--- src/rtl/talm_pkg.sv ---
package talm_pkg;

    localparam int BYTE_W   = 8;
    localparam int VAL_W    = 7;
    localparam int DOW_W    = 3;
    localparam int N_FIELDS = 6;

    typedef enum logic [2:0] {
        F_SEC   = 3'd0,
        F_MIN   = 3'd1,
        F_HOUR  = 3'd2,
        F_DATE  = 3'd3,
        F_MONTH = 3'd4,
        F_DOW   = 3'd5
    } field_e;

    typedef struct packed {
        logic             en;
        logic [VAL_W-1:0] val;
    } alarm_field_t;

    typedef struct packed {
        logic [VAL_W-1:0] sec;
        logic [VAL_W-1:0] min;
        logic [VAL_W-1:0] hour;
        logic [VAL_W-1:0] date;
        logic [VAL_W-1:0] month;
        logic [DOW_W-1:0] dow;
    } cal_time_t;

    function automatic logic [VAL_W-1:0] field_value(cal_time_t t, field_e f);
        case (f)
            F_SEC:   return t.sec;
            F_MIN:   return t.min;
            F_HOUR:  return t.hour;
            F_DATE:  return t.date;
            F_MONTH: return t.month;
            default: return {{(VAL_W-DOW_W){1'b0}}, t.dow};
        endcase
    endfunction

    function automatic logic [VAL_W-1:0] cmp_mask(field_e f);
        if (f == F_DOW) return {{(VAL_W-DOW_W){1'b0}}, {DOW_W{1'b1}}};
        return {VAL_W{1'b1}};
    endfunction

endpackage

--- src/rtl/talm_field_cmp.sv ---
module talm_field_cmp
    import talm_pkg::*;
#(
    parameter field_e KIND = F_SEC
) (
    input  alarm_field_t     fld,
    input  cal_time_t        now,
    output logic             enabled,
    output logic             hit
);
    localparam logic [VAL_W-1:0] MASK = cmp_mask(KIND);

    logic [VAL_W-1:0] cur_v;

    always_comb begin
        cur_v   = field_value(now, KIND);
        enabled = fld.en;
        // A disabled field never blocks the match
        hit     = !fld.en || ((fld.val & MASK) == (cur_v & MASK));
    end
endmodule

--- src/rtl/talm_set_match.sv ---
module talm_set_match
    import talm_pkg::*;
(
    input  alarm_field_t [N_FIELDS-1:0] flds,
    input  cal_time_t                   now,
    output logic                        match
);
    logic [N_FIELDS-1:0] en_vec;
    logic [N_FIELDS-1:0] hit_vec;

    for (genvar f = 0; f < N_FIELDS; f++) begin : g_field
        talm_field_cmp #(.KIND(field_e'(f))) i_cmp (
            .fld     (flds[f]),
            .now     (now),
            .enabled (en_vec[f]),
            .hit     (hit_vec[f])
        );
    end

    // An empty mask must never fire
    assign match = (|en_vec) && (&hit_vec);
endmodule

--- src/rtl/talm_flags.sv ---
module talm_flags #(
    parameter int NUM_SETS = 2
) (
    input  logic                clk,
    input  logic                rst,
    input  logic                tick,
    input  logic [NUM_SETS-1:0] match,
    input  logic [NUM_SETS-1:0] clr,
    input  logic [NUM_SETS-1:0] irq_en,
    output logic [NUM_SETS-1:0] flag,
    output logic                irq_n
);
    logic [NUM_SETS-1:0] set_now;

    assign set_now = tick ? match : '0;

    always_ff @(posedge clk) begin
        if (rst) flag <= '0;
        else     flag <= (flag & ~clr) | set_now;  // set beats clear
    end

    assign irq_n = ~|(flag & irq_en);

    for (genvar s = 0; s < NUM_SETS; s++) begin : g_chk
        p_sticky_r5: assert property (@(posedge clk) disable iff (rst)
            (flag[s] && !clr[s]) |=> flag[s]);
        p_set_wins_r6: assert property (@(posedge clk) disable iff (rst)
            (tick && match[s]) |=> flag[s]);
        p_rise_on_tick_r4: assert property (@(posedge clk) disable iff (rst)
            (!flag[s] && !tick) |=> !flag[s]);
    end

    p_irq_quiet_r8: assert property (@(posedge clk) disable iff (rst)
        (irq_en == '0) |-> irq_n);
endmodule

--- src/rtl/time_alarm_cmp.sv ---
module time_alarm_cmp
    import talm_pkg::*;
#(
    parameter int NUM_SETS = 2,
    localparam int AW = NUM_SETS * BYTE_W
) (
    input  logic                clk,
    input  logic                rst,
    input  logic                tick,
    input  logic [VAL_W-1:0]    cur_sec,
    input  logic [VAL_W-1:0]    cur_min,
    input  logic [VAL_W-1:0]    cur_hour,
    input  logic [VAL_W-1:0]    cur_date,
    input  logic [VAL_W-1:0]    cur_month,
    input  logic [DOW_W-1:0]    cur_dow,
    input  logic [AW-1:0]       alm_sec,
    input  logic [AW-1:0]       alm_min,
    input  logic [AW-1:0]       alm_hour,
    input  logic [AW-1:0]       alm_date,
    input  logic [AW-1:0]       alm_month,
    input  logic [AW-1:0]       alm_dow,
    input  logic [NUM_SETS-1:0] flag_clr,
    input  logic [NUM_SETS-1:0] irq_en,
    output logic [NUM_SETS-1:0] alm_flag,
    output logic                irq_n
);
    cal_time_t           now;
    logic [NUM_SETS-1:0] set_match;

    assign now = '{sec: cur_sec, min: cur_min, hour: cur_hour,
                   date: cur_date, month: cur_month, dow: cur_dow};

    for (genvar s = 0; s < NUM_SETS; s++) begin : g_set
        alarm_field_t [N_FIELDS-1:0] flds;
        logic                        any_en;

        assign flds[F_SEC]   = alm_sec  [s*BYTE_W +: BYTE_W];
        assign flds[F_MIN]   = alm_min  [s*BYTE_W +: BYTE_W];
        assign flds[F_HOUR]  = alm_hour [s*BYTE_W +: BYTE_W];
        assign flds[F_DATE]  = alm_date [s*BYTE_W +: BYTE_W];
        assign flds[F_MONTH] = alm_month[s*BYTE_W +: BYTE_W];
        assign flds[F_DOW]   = alm_dow  [s*BYTE_W +: BYTE_W];

        talm_set_match i_match (
            .flds  (flds),
            .now   (now),
            .match (set_match[s])
        );

        assign any_en = alm_sec[s*BYTE_W+7] | alm_min[s*BYTE_W+7] |
                        alm_hour[s*BYTE_W+7] | alm_date[s*BYTE_W+7] |
                        alm_month[s*BYTE_W+7] | alm_dow[s*BYTE_W+7];

        p_no_fire_disabled_r3: assert property (@(posedge clk) disable iff (rst)
            (!alm_flag[s] && !any_en) |=> !alm_flag[s]);
        p_clear_works_r5: assert property (@(posedge clk) disable iff (rst)
            (flag_clr[s] && !(tick && set_match[s])) |=> !alm_flag[s]);
    end

    talm_flags #(.NUM_SETS(NUM_SETS)) i_flags (
        .clk    (clk),
        .rst    (rst),
        .tick   (tick),
        .match  (set_match),
        .clr    (flag_clr),
        .irq_en (irq_en),
        .flag   (alm_flag),
        .irq_n  (irq_n)
    );

    p_irq_needs_flag_r8: assert property (@(posedge clk) disable iff (rst)
        !irq_n |-> (alm_flag != '0));
endmodule

--- config.mk ---
export PLATFORM = sky130hd
export DESIGN_NAME = time_alarm_cmp
export DESIGN_NICKNAME = d
export VERILOG_FILES = /design/src/rtl/talm_pkg.sv /design/src/rtl/talm_field_cmp.sv /design/src/rtl/talm_set_match.sv /design/src/rtl/talm_flags.sv /design/src/rtl/time_alarm_cmp.sv
export SDC_FILE = /design/constraint.sdc
export NUM_CORES = 1
export LEC_CHECK = 0
export BUFFER_PORTS_ARGS = -buffer_cell sky130_fd_sc_hd__buf_2
export CAP_MARGIN = 20
export CORE_AREA = 5 5 63 65
export DETAILED_ROUTE_END_ITERATION = 16
export DIE_AREA = 0 0 68 70
export PLACE_DENSITY = 0.85
export SLEW_MARGIN = 20
export SYNTH_ARGS = -nofsm -noshare
export SYNTH_HDL_FRONTEND = slang
export SYNTH_SLANG_ARGS = --single-unit
--- constraint.sdc ---
create_clock -name clk -period 1.32 [get_ports clk]
set_clock_uncertainty 0.1 [all_clocks]
set_input_delay 0.264 -clock clk [delete_from_list [all_inputs] [get_ports clk]]
set_output_delay 0.264 -clock clk [all_outputs]
set_load 0.02 [all_outputs]
==> impl_metrics.csv, run 1 <==
group,metric,value,unit
floorplan,core_region_area,3284,µm²
clock_tree,tritoncts,"built",
sta,setup_tns,0,ns
clock_tree,cts_max_path_buffers,2,
synth,ys_ff_latch,2,
synth,synth_ff_type,"dfxtp_1",
setup_path,critical_path_class,"input pin to flip-flop",
routing,dr.pass1.iters,4,
global_route,gr-total-overflow,0,
routing,ant_nets,0,
final_layout,fillCellCount,315,
power_and_ir_drop,power_density,396.6,nW/µm²
final_layout,nets,406,
clock_tree,htree_levels,1,
setup_path,endpoint_kind,"flip-flop",
global_route,grt_usage,16.07,%
final_layout,largest_reg_flops,2,
final_layout,fin_cells,309,
sta,setup_ws,0.06202,ns
placed_design,hpwl,3909,µm
clock_tree,cts.sinks,2,
sta,fin_crit_sh,95.30,%
clock_tree,cts-buffers-inserted,3,
synth,synth.most_common_cell,"xnor2_1",
setup_path,r2r_setup_slack,0.68,ns
floorplan,start_util,29.30,%
floorplan,die_w,68,µm
synth,synth_edf_count,0,
global_route,grt_pass1_wl,6099,µm
routing,vias_per_cell,4.544,
status,status,"completed",
sta,rsz0062_at_grt,"yes",
setup_path,critPathMaxFanout,2,
routing,drc,0,
routing,wl,4183,µm
setup_path,slowest_delay,0.53,ns
routing,drtIter0Drc,13,
min_path,worstHoldEndpoint,"i_flags.flag[0]",
clock_tree,cts_root_buf,"clkbuf_4",
synth,seq_area_frac_synth,4.161,%
setup_path,cp_cell_sequence,"buf_2 > or4_1 > nor2_2 > o21ai_0 > nand3_1 > o21ai_1",
min_path,worstHoldPathCells,4,
setup_path,timing.reg2reg.worst_path_depth,2,
synth,yosysTopAreaCell,"xnor2_1",
synth,postSynthAreaPerCell,8.154,µm²
floorplan,rows,21,
power_and_ir_drop,total_power,0.7369,mW
power_and_ir_drop,total_leakage_power,0.9065,nW
run,max-cap-violations,0,
final_layout,regMostFlops,"i_flags.flag",
min_path,min_path_type,"input pin to flip-flop",
placed_design,gp_congestion,0.8266,
floorplan,die-area,4760,µm²
synth,netlist_top_cells_count,"xnor2_1 (46), xor2_1 (30), nand4_1 (14)",
routing,wire_per_inst,13.54,µm
synth,synth_area_leaders,"xnor2_1 (42%), xor2_1 (27%), nand4_1 (9.1%)",
clock_tree,hold_buffers,0,
sta,slew_viol_final,0,
setup_path,rr_endpoint,"i_flags.flag[1]",
floorplan,fp.dieH,70,µm
synth,synth_cell_types,13,
placed_design,dp_cells,306,
sta,relSlewSlack,74.07,%
setup_path,critPathArrivalTime,1.27,ns
sta,tightestPinTransition,0.3839,ns
final_layout,utilization,56.57,%
setup_path,startpoint_type,"input pin",
floorplan,io_pins,144,
clock_tree,clk_pin_slew,0.03,ns
synth,yosysWarnings,0,
global_route,grt_max_degree,4,
placed_design,port_buffers,135,
clock_tree,worstSkewPairLatency,0.23,ns
global_route,antenna_found_initial,0,
setup_path,cp_top_family,"simple AND/OR/NAND/NOR gates",
synth,netlist_area,962.2,µm²
sta,setup_viol,0,
sta,fmax,794.9,MHz
setup_path,r2r_start,"i_flags.flag[1]",
synth,synthCells,118,
final_layout,reg.largest.list,"i_flags.flag (2)",
placed_design,pre_cts_ws,-0.2286,ns
sta,hold_viol,0,
setup_path,cp_slowest_cell,"or4_1",
sta,period_minus_slack,1.258,ns
power_and_ir_drop,ir_drop,0.1473,mV
synth,netlist.area_leader.share,41.87,%
clock_tree,cts_setup_buffers,0,
final_layout,diodes,0,
synth,async_reset_ff_share,0,%
synth,synth_nets,259,
global_route,grt_pass1_vias,1524,
final_layout,drive_gt1_share,58.56,%
routing,num_vias,1404,
setup_path,crit_buf_inv,1,
setup_path,worstPathRequired,1.33,ns
final_layout,syn_to_final_growth,93.11,%
min_path,min_from,"flag_clr[0]",
cells by family after synthesis:
kind of cell / share of synthesized area [%]
flops: 4.161
compound gates: 11.96
simple gates: 14.69
xor+xnor: 69.18
worst register-to-register path, stage by stage (launching register included):
cell and delay [ns]:
dfxtp_1 0.31, nand2_1 0.06, o21ai_1 0.06
stage by stage:
| stage | hold WS, ns | cell area (µm²) |
|---|---|---|
| final | 0.2001 | 1858 |
| after global routing | 0.2272 | 1858 |
| after CTS | 0.1961 | 1778 |
| after detailed placement | 0.3767 | 1748 |
| after global placement | 0.3627 | 1748 |
| after floorplan | 0.3265 | 962.2 |
per-layer routing:
metal / track usage [%] / wire, µm / vias to the layer above
met2: 31.58 / 2395 / 68
met5: 0 / 0 / -
li1: - / - / 719
met4: 3.091 / 21 / 0
met1: 16.63 / 1396 / 613
met3: 3.365 / 369 / 4
worst max path at each step:
stage                             from         endpoint  cells after the start
final                      alm_min[15]  i_flags.flag[1]                      6
after CTS                 cur_month[0]  i_flags.flag[0]                      7
after detailed placement   cur_hour[5]  i_flags.flag[1]                      7
after global routing       cur_hour[4]  i_flags.flag[0]                      7
after global placement     cur_hour[6]  i_flags.flag[1]                      7
after floorplan           alm_month[7]  i_flags.flag[0]                      5
where the power goes:
part	leakage (nW)	internal [mW]	switching (mW)
registers	0.0161	0.0613	0.000235
clock network	0.0138	0.100	0.0367
logic	0.877	0.318	0.220
total	0.907	0.480	0.257
final cells by class:
| cell class | count | area [µm²] | share of cell area [%] |
|---|---|---|---|
| well taps | 46 | 57.56 | 3.098 |
| repair buffers | 142 | 753.2 | 40.54 |
| clock buffers | 3 | 22.52 | 1.212 |
| multi-input cells | 116 | 984.7 | 53.00 |
| flip-flops and latches | 2 | 40.04 | 2.155 |
repair_timing:
item                       CTS  global route
setup endpoints to repair    1             2
cloned                       0             0
pin swaps                    0             6
gates resized for setup      1            16
placed cells by master, fill, tap and decap left out, drive strengths merged:
master and n:
a22oi 1, dfxtp 2, nand2 2, o21ai 4, xnor2 46, nor2 4, xor2 30, clkbuf 3
nand4 14, buf 142, o41ai 10, nand3 2, or4 2, nor2b 1
Note: power is estimated with default switching activity, not from simulation.
==> run 2, diff against run 1 <==
Settings changed: CTS_BUF_LIST from default to sky130_fd_sc_hd__clkbuf_2, GPL_ROUTABILITY_DRIVEN from default to 0.
==> impl_metrics.csv, run 2 (synthesized netlist as in run 1, its figures left out) <==
group,metric,value,unit
status,status,"completed",
power_and_ir_drop,ir_drop,0.1455,mV
clock_tree,cts.sinks,2,
sta,period_minus_slack,1.290,ns
sta,tightestPinTransition,0.3839,ns
floorplan,die_w,68,µm
final_layout,diodes,0,
min_path,min_from,"flag_clr[0]",
sta,setup_tns,0,ns
final_layout,nets,406,
setup_path,worstPathRequired,1.30,ns
final_layout,utilization,56.34,%
routing,dr.pass1.iters,4,
global_route,grt_usage,16.23,%
sta,fmax,775.2,MHz
floorplan,core_region_area,3284,µm²
setup_path,critPathArrivalTime,1.27,ns
clock_tree,cts_root_buf,"clkbuf_2",
power_and_ir_drop,total_power,0.6979,mW
sta,fin_crit_sh,97.72,%
routing,wl,4185,µm
power_and_ir_drop,p_seq_share,8.8,%
power_and_ir_drop,internal_power,0.4402,mW
clock_tree,clk_pin_slew,0.03,ns
power_and_ir_drop,total_leakage_power,0.9052,nW
setup_path,critPathMaxFanout,2,
power_and_ir_drop,p_sw,0.2577,mW
routing,ant_nets,0,
clock_tree,htree_levels,1,
global_route,antenna_found_initial,0,
clock_tree,worstSkewPairLatency,0.20,ns
clock_tree,hold_buffers,0,
setup_path,r2r_start,"i_flags.flag[1]",
final_layout,final_cell_mix,"buf_2 (131), xnor2_1 (41), xor2_1 (30), nand4_1 (14), buf_4 (8)",
power_and_ir_drop,clkPwrFrac,14.1,%
global_route,grt_max_degree,4,
setup_path,critical_path_class,"input pin to flip-flop",
final_layout,reg.largest.list,"i_flags.flag (2)",
placed_design,place_area,1748,µm²
setup_path,rr_endpoint,"i_flags.flag[1]",
global_route,grt_pass1_wl,6161,µm
final_layout,largest_reg_flops,2,
setup_path,startpoint_type,"input pin",
floorplan,die-area,4760,µm²
sta,hold_viol,0,
floorplan,fp.dieH,70,µm
routing,num_vias,1404,
final_layout,final_cell_area,1851,µm²
clock_tree,tritoncts,"built",
final_layout,final_common_cell,"buf_2",
power_and_ir_drop,power_density,377.1,nW/µm²
sta,setup_viol,0,
final_layout,syn_to_final_growth,92.33,%
sta,slew_viol_final,0,
floorplan,start_util,29.30,%
placed_design,port_buffers,135,
clock_tree,cts_max_path_buffers,2,
placed_design,hpwl,3909,µm
setup_path,r2r_setup_slack,0.68,ns
min_path,worstHoldPathCells,4,
min_path,worstHoldEndpoint,"i_flags.flag[0]",
power_and_ir_drop,combinationalPowerShare,77.1,%
final_layout,drive_gt1_share,58.56,%
clock_tree,cts_setup_buffers,0,
final_layout,regMostFlops,"i_flags.flag",
routing,vias_per_cell,4.544,
floorplan,io_pins,144,
run,max-cap-violations,0,
setup_path,timing.reg2reg.worst_path_depth,2,
clock_tree,cts-buffers-inserted,3,
global_route,grt_pass1_vias,1538,
routing,drc,0,
global_route,gr-total-overflow,0,
sta,relSlewSlack,74.07,%
min_path,min_path_type,"input pin to flip-flop",
sta,rsz0062_at_grt,"yes",
power_and_ir_drop,switching_share,36.93,%
routing,drtIter0Drc,15,
setup_path,endpoint_kind,"flip-flop",
routing,wire_per_inst,13.54,µm
floorplan,rows,21,
## run 2: final cells by class
type | count | area (µm²)
tap | 46 | 57.56
fill | 314 | 1434
sequential | 2 | 40.04
timing repair buffer | 142 | 753.2
multi-input combinational | 116 | 984.7
clock buffer | 3 | 15.01
## run 2: worst max-delay path by stage
stage | to | from | slack, ns
final | i_flags.flag[1] | alm_min[15] | 0.03
after global routing | i_flags.flag[0] | cur_hour[4] | -0.10
after CTS | i_flags.flag[1] | alm_min[15] | 0.03
after detailed placement | i_flags.flag[1] | cur_hour[5] | -0.23
after global placement | i_flags.flag[1] | cur_hour[6] | -0.20
after floorplan | i_flags.flag[0] | alm_month[7] | 0.07
## run 2: worst max-delay path: stages
cell and delay [ns]:
buf_2 0.11, or4_1 0.53, nor2_2 0.11, o21ai_0 0.09, nand3_1 0.10, o21ai_1 0.06
## run 2: metal layers
layer	track usage, %	vias up	share of wire, %
met5	0	-	0
met4	3.091	0	0.50
met3	3.365	4	8.8
met2	32.01	68	57
met1	16.73	613	33
li1	-	719	-
## run 2: timing repair
item                                    4_1_cts  5_1_grt
gates resized for setup                       3       14
endpoints found under the setup margin        2        2
endpoints found under the hold margin         0        0
cloned                                        0        0
pin swaps                                     0        6
## run 2: power by group through the flow
stage / sequential, mW / clock, mW / combinational, mW
after floorplan: 0.0627 / 0 / 0.210
after global placement: 0.0623 / 0 / 0.495
after detailed placement: 0.0623 / 0 / 0.510
after CTS: 0.0615 / 0.106 / 0.521
after global routing: 0.0614 / 0.109 / 0.588
final: 0.0615 / 0.0981 / 0.538
## run 2: through the flow
stage	std cells	hold WS (ns)	setup WS [ns]
floorplan	118	0.3265	0.06505
global placement	306	0.3627	-0.2050
detailed placement	306	0.3767	-0.2286
CTS	309	0.2205	0.02743
global route	309	0.2504	-0.1003
finish	309	0.2297	0.03003
==> run 3, diff against run 2 <==
Settings changed: ABC_AREA from default to 1, CORE_AREA 5 5 63 65 to 5 5 68 70, DIE_AREA 0 0 68 70 to 0 0 73 75.
==> impl_metrics.csv, run 3 <==
group,metric,value,unit
synth,synth_area_leaders,"nand2_1 (37%), xnor2_1 (20%), inv_1 (15%)",
synth,synth_nets,425,
floorplan,rows,23,
min_path,min_path_type,"input pin to flip-flop",
final_layout,reg.largest.list,"i_flags.flag (2)",
global_route,grt_pass1_vias,1930,
clock_tree,htree_levels,1,
clock_tree,cts_root_buf,"clkbuf_2",
synth,yosys.area_share.simple,49.54,%
synth,synth_compound_gate_area_share,2.839,%
synth,ys_ff_latch,2,
synth,muxShareOfSynthArea,0,%
clock_tree,cts_setup_buffers,0,
power_and_ir_drop,total_leakage_power,1.395,nW
routing,wire_per_inst,9.551,µm
run,max-cap-violations,0,
synth,synth_cell_types,13,
sta,setup_viol,0,
synth,async_reset_ff_share,0,%
final_layout,fin_cells,472,
synth,synth.most_common_cell,"nand2_1",
power_and_ir_drop,combinationalPowerShare,78.4,%
final_layout,largest_reg_flops,2,
final_layout,final_cell_mix,"nand2_1 (134), buf_2 (134), inv_1 (53), nor2_1 (34), xnor2_1 (31)",
power_and_ir_drop,clkPwrFrac,13.0,%
global_route,antenna_found_initial,0,
power_and_ir_drop,ir_drop,0.1387,mV
clock_tree,hold_buffers,0,
clock_tree,cts.sinks,2,
routing,wl,4508,µm
setup_path,startpoint_type,"flip-flop",
final_layout,syn_to_final_growth,55.59,%
clock_tree,clk_pin_slew,0.03,ns
synth,synthCells,284,
clock_tree,cts_resized,0,
routing,drtIter0Drc,44,
synth,netlist_area,1366,µm²
placed_design,port_buffers,135,
synth,synth_ff_type,"dfxtp_1",
sta,slew_viol_final,0,
synth,yosysTopAreaCell,"nand2_1",
routing,num_vias,1985,
clock_tree,worstSkewPairLatency,0.19,ns
synth,seq_area_frac_synth,2.930,%
power_and_ir_drop,internal_power,0.4214,mW
clock_tree,tritoncts,"built",
placed_design,dp_cells,469,
synth,synth_edf_count,0,
floorplan,die-area,5475,µm²
synth,yosysWarnings,0,
sta,fin_crit_sh,93.55,%
clock_tree,cts-buffers-inserted,3,
setup_path,worstPathRequired,0.96,ns
clock_tree,cts_max_path_buffers,2,
floorplan,io_pins,144,
floorplan,start_util,34.91,%
global_route,grt_max_degree,4,
synth,postSynthAreaPerCell,4.811,µm²
routing,dr.pass1.iters,4,
synth,synthXorXnorAreaFrac,30.13,%
sta,hold_viol,0,
floorplan,core_region_area,3914,µm²
synth,netlist_top_cells_count,"nand2_1 (134), inv_1 (53), nor2_1 (34)",
power_and_ir_drop,p_seq_share,8.6,%
sta,relSlewSlack,89.43,%
placed_design,pre_cts_ws,-0.08792,ns
routing,ant_nets,0,
power_and_ir_drop,switching_share,41.20,%
setup_path,critical_path_class,"flip-flop to output pin",
synth,synth-adder-area-share,0,%
final_layout,nets,565,
synth,netlist.area_leader.share,36.81,%
final_layout,drive_gt1_share,33.65,%
global_route,gr-total-overflow,0,
sta,rsz0062_at_grt,"no",
synth,synth_top_family_by_area,"simple AND/OR/NAND/NOR gates",
sta,setup_ws,0.08511,ns
power_and_ir_drop,power_density,337.1,nW/µm²
placed_design,hpwl,4361,µm
sta,tightestPinTransition,0.1580,ns
setup_path,critPathMaxFanout,3,
status,status,"completed",
routing,drc,0,
global_route,grt_pass1_wl,7217,µm
final_layout,diodes,0,
final_layout,regMostFlops,"i_flags.flag",
global_route,grt_usage,16.15,%
power_and_ir_drop,p_sw,0.2952,mW
sta,fmax,809.8,MHz
floorplan,fp.dieH,75,µm
sta,period_minus_slack,1.235,ns
setup_path,critPathArrivalTime,0.87,ns
floorplan,die_w,73,µm
setup_path,endpoint_kind,"output pin",
routing,vias_per_cell,4.206,
run 3: cell count changes after synthesis, sizes merged, moves of 10 or more:
cell / previous run / this run
nand2: 2 / 134
o41ai: 10 / 0
nor2: 4 / 34
nand4: 14 / 0
xnor2: 46 / 31
xor2: 30 / 16
inv: 0 / 53
run 3: logic make-up after synthesis:
family | after synthesis
AO/OA/AOI/OAI | 5
AND/OR/NAND/NOR | 177
XOR/XNOR | 47
flip-flops | 2
buffers and inverters | 53
run 3: power by group through the flow:
stage | Clock, mW | Combinational (mW) | Sequential [mW]
global placement | 0 | 0.548 | 0.0623
detailed placement | 0 | 0.566 | 0.0623
global route | 0.117 | 0.641 | 0.0614
floorplan | 0 | 0.276 | 0.0628
finish | 0.0931 | 0.562 | 0.0616
CTS | 0.101 | 0.568 | 0.0615
run 3: worst paths after layout:
kind	to	slack [ns]	cells after the start	from
max	irq_n	0.09	3	i_flags.flag[1]
min	i_flags.flag[0]	0.16	2	rst
max reg2reg	i_flags.flag[1]	0.62	2	i_flags.flag[1]
min reg2reg	i_flags.flag[0]	0.39	2	i_flags.flag[0]
run 3: critical path, cell delays in order, from the launching register on:
cell,delay (ns)
dfxtp_1,0.31
a22o_1,0.20
inv_1,0.05
buf_4,0.13
run 3: per-stage QoR:
step	total power [mW]	hold slack (ns)	TNS [ns]	util, %	cell area, µm²
after global routing	0.8191	0.1341	0	54.32	2126
after CTS	0.7315	0.1359	0	54.16	2120
after floorplan	0.3392	0.2264	0	-	1366
after detailed placement	0.6286	0.3440	-0.1095	53.77	2105
after global placement	0.6104	0.3367	-0.04333	53.77	2105
final	0.7167	0.1605	0	54.32	2126
run 3: per-layer routing:
metal | vias to the layer above | global-route usage (%) | routed length (µm)
met5 | - | 0 | 0
met4 | 0 | 2.869 | 0
met3 | 0 | 4.673 | 498
met2 | 77 | 31.58 | 2383
met1 | 812 | 17.17 | 1626
li1 | 1096 | - | -
run 3: layout make-up:
cell class	count	area (µm²)
sequential	2	40.04
timing repair buffer	135	678.2
fill	428	1788
multi-input combinational	229	1131
inverter	53	198.9
tap	50	62.56
clock buffer	3	15.01
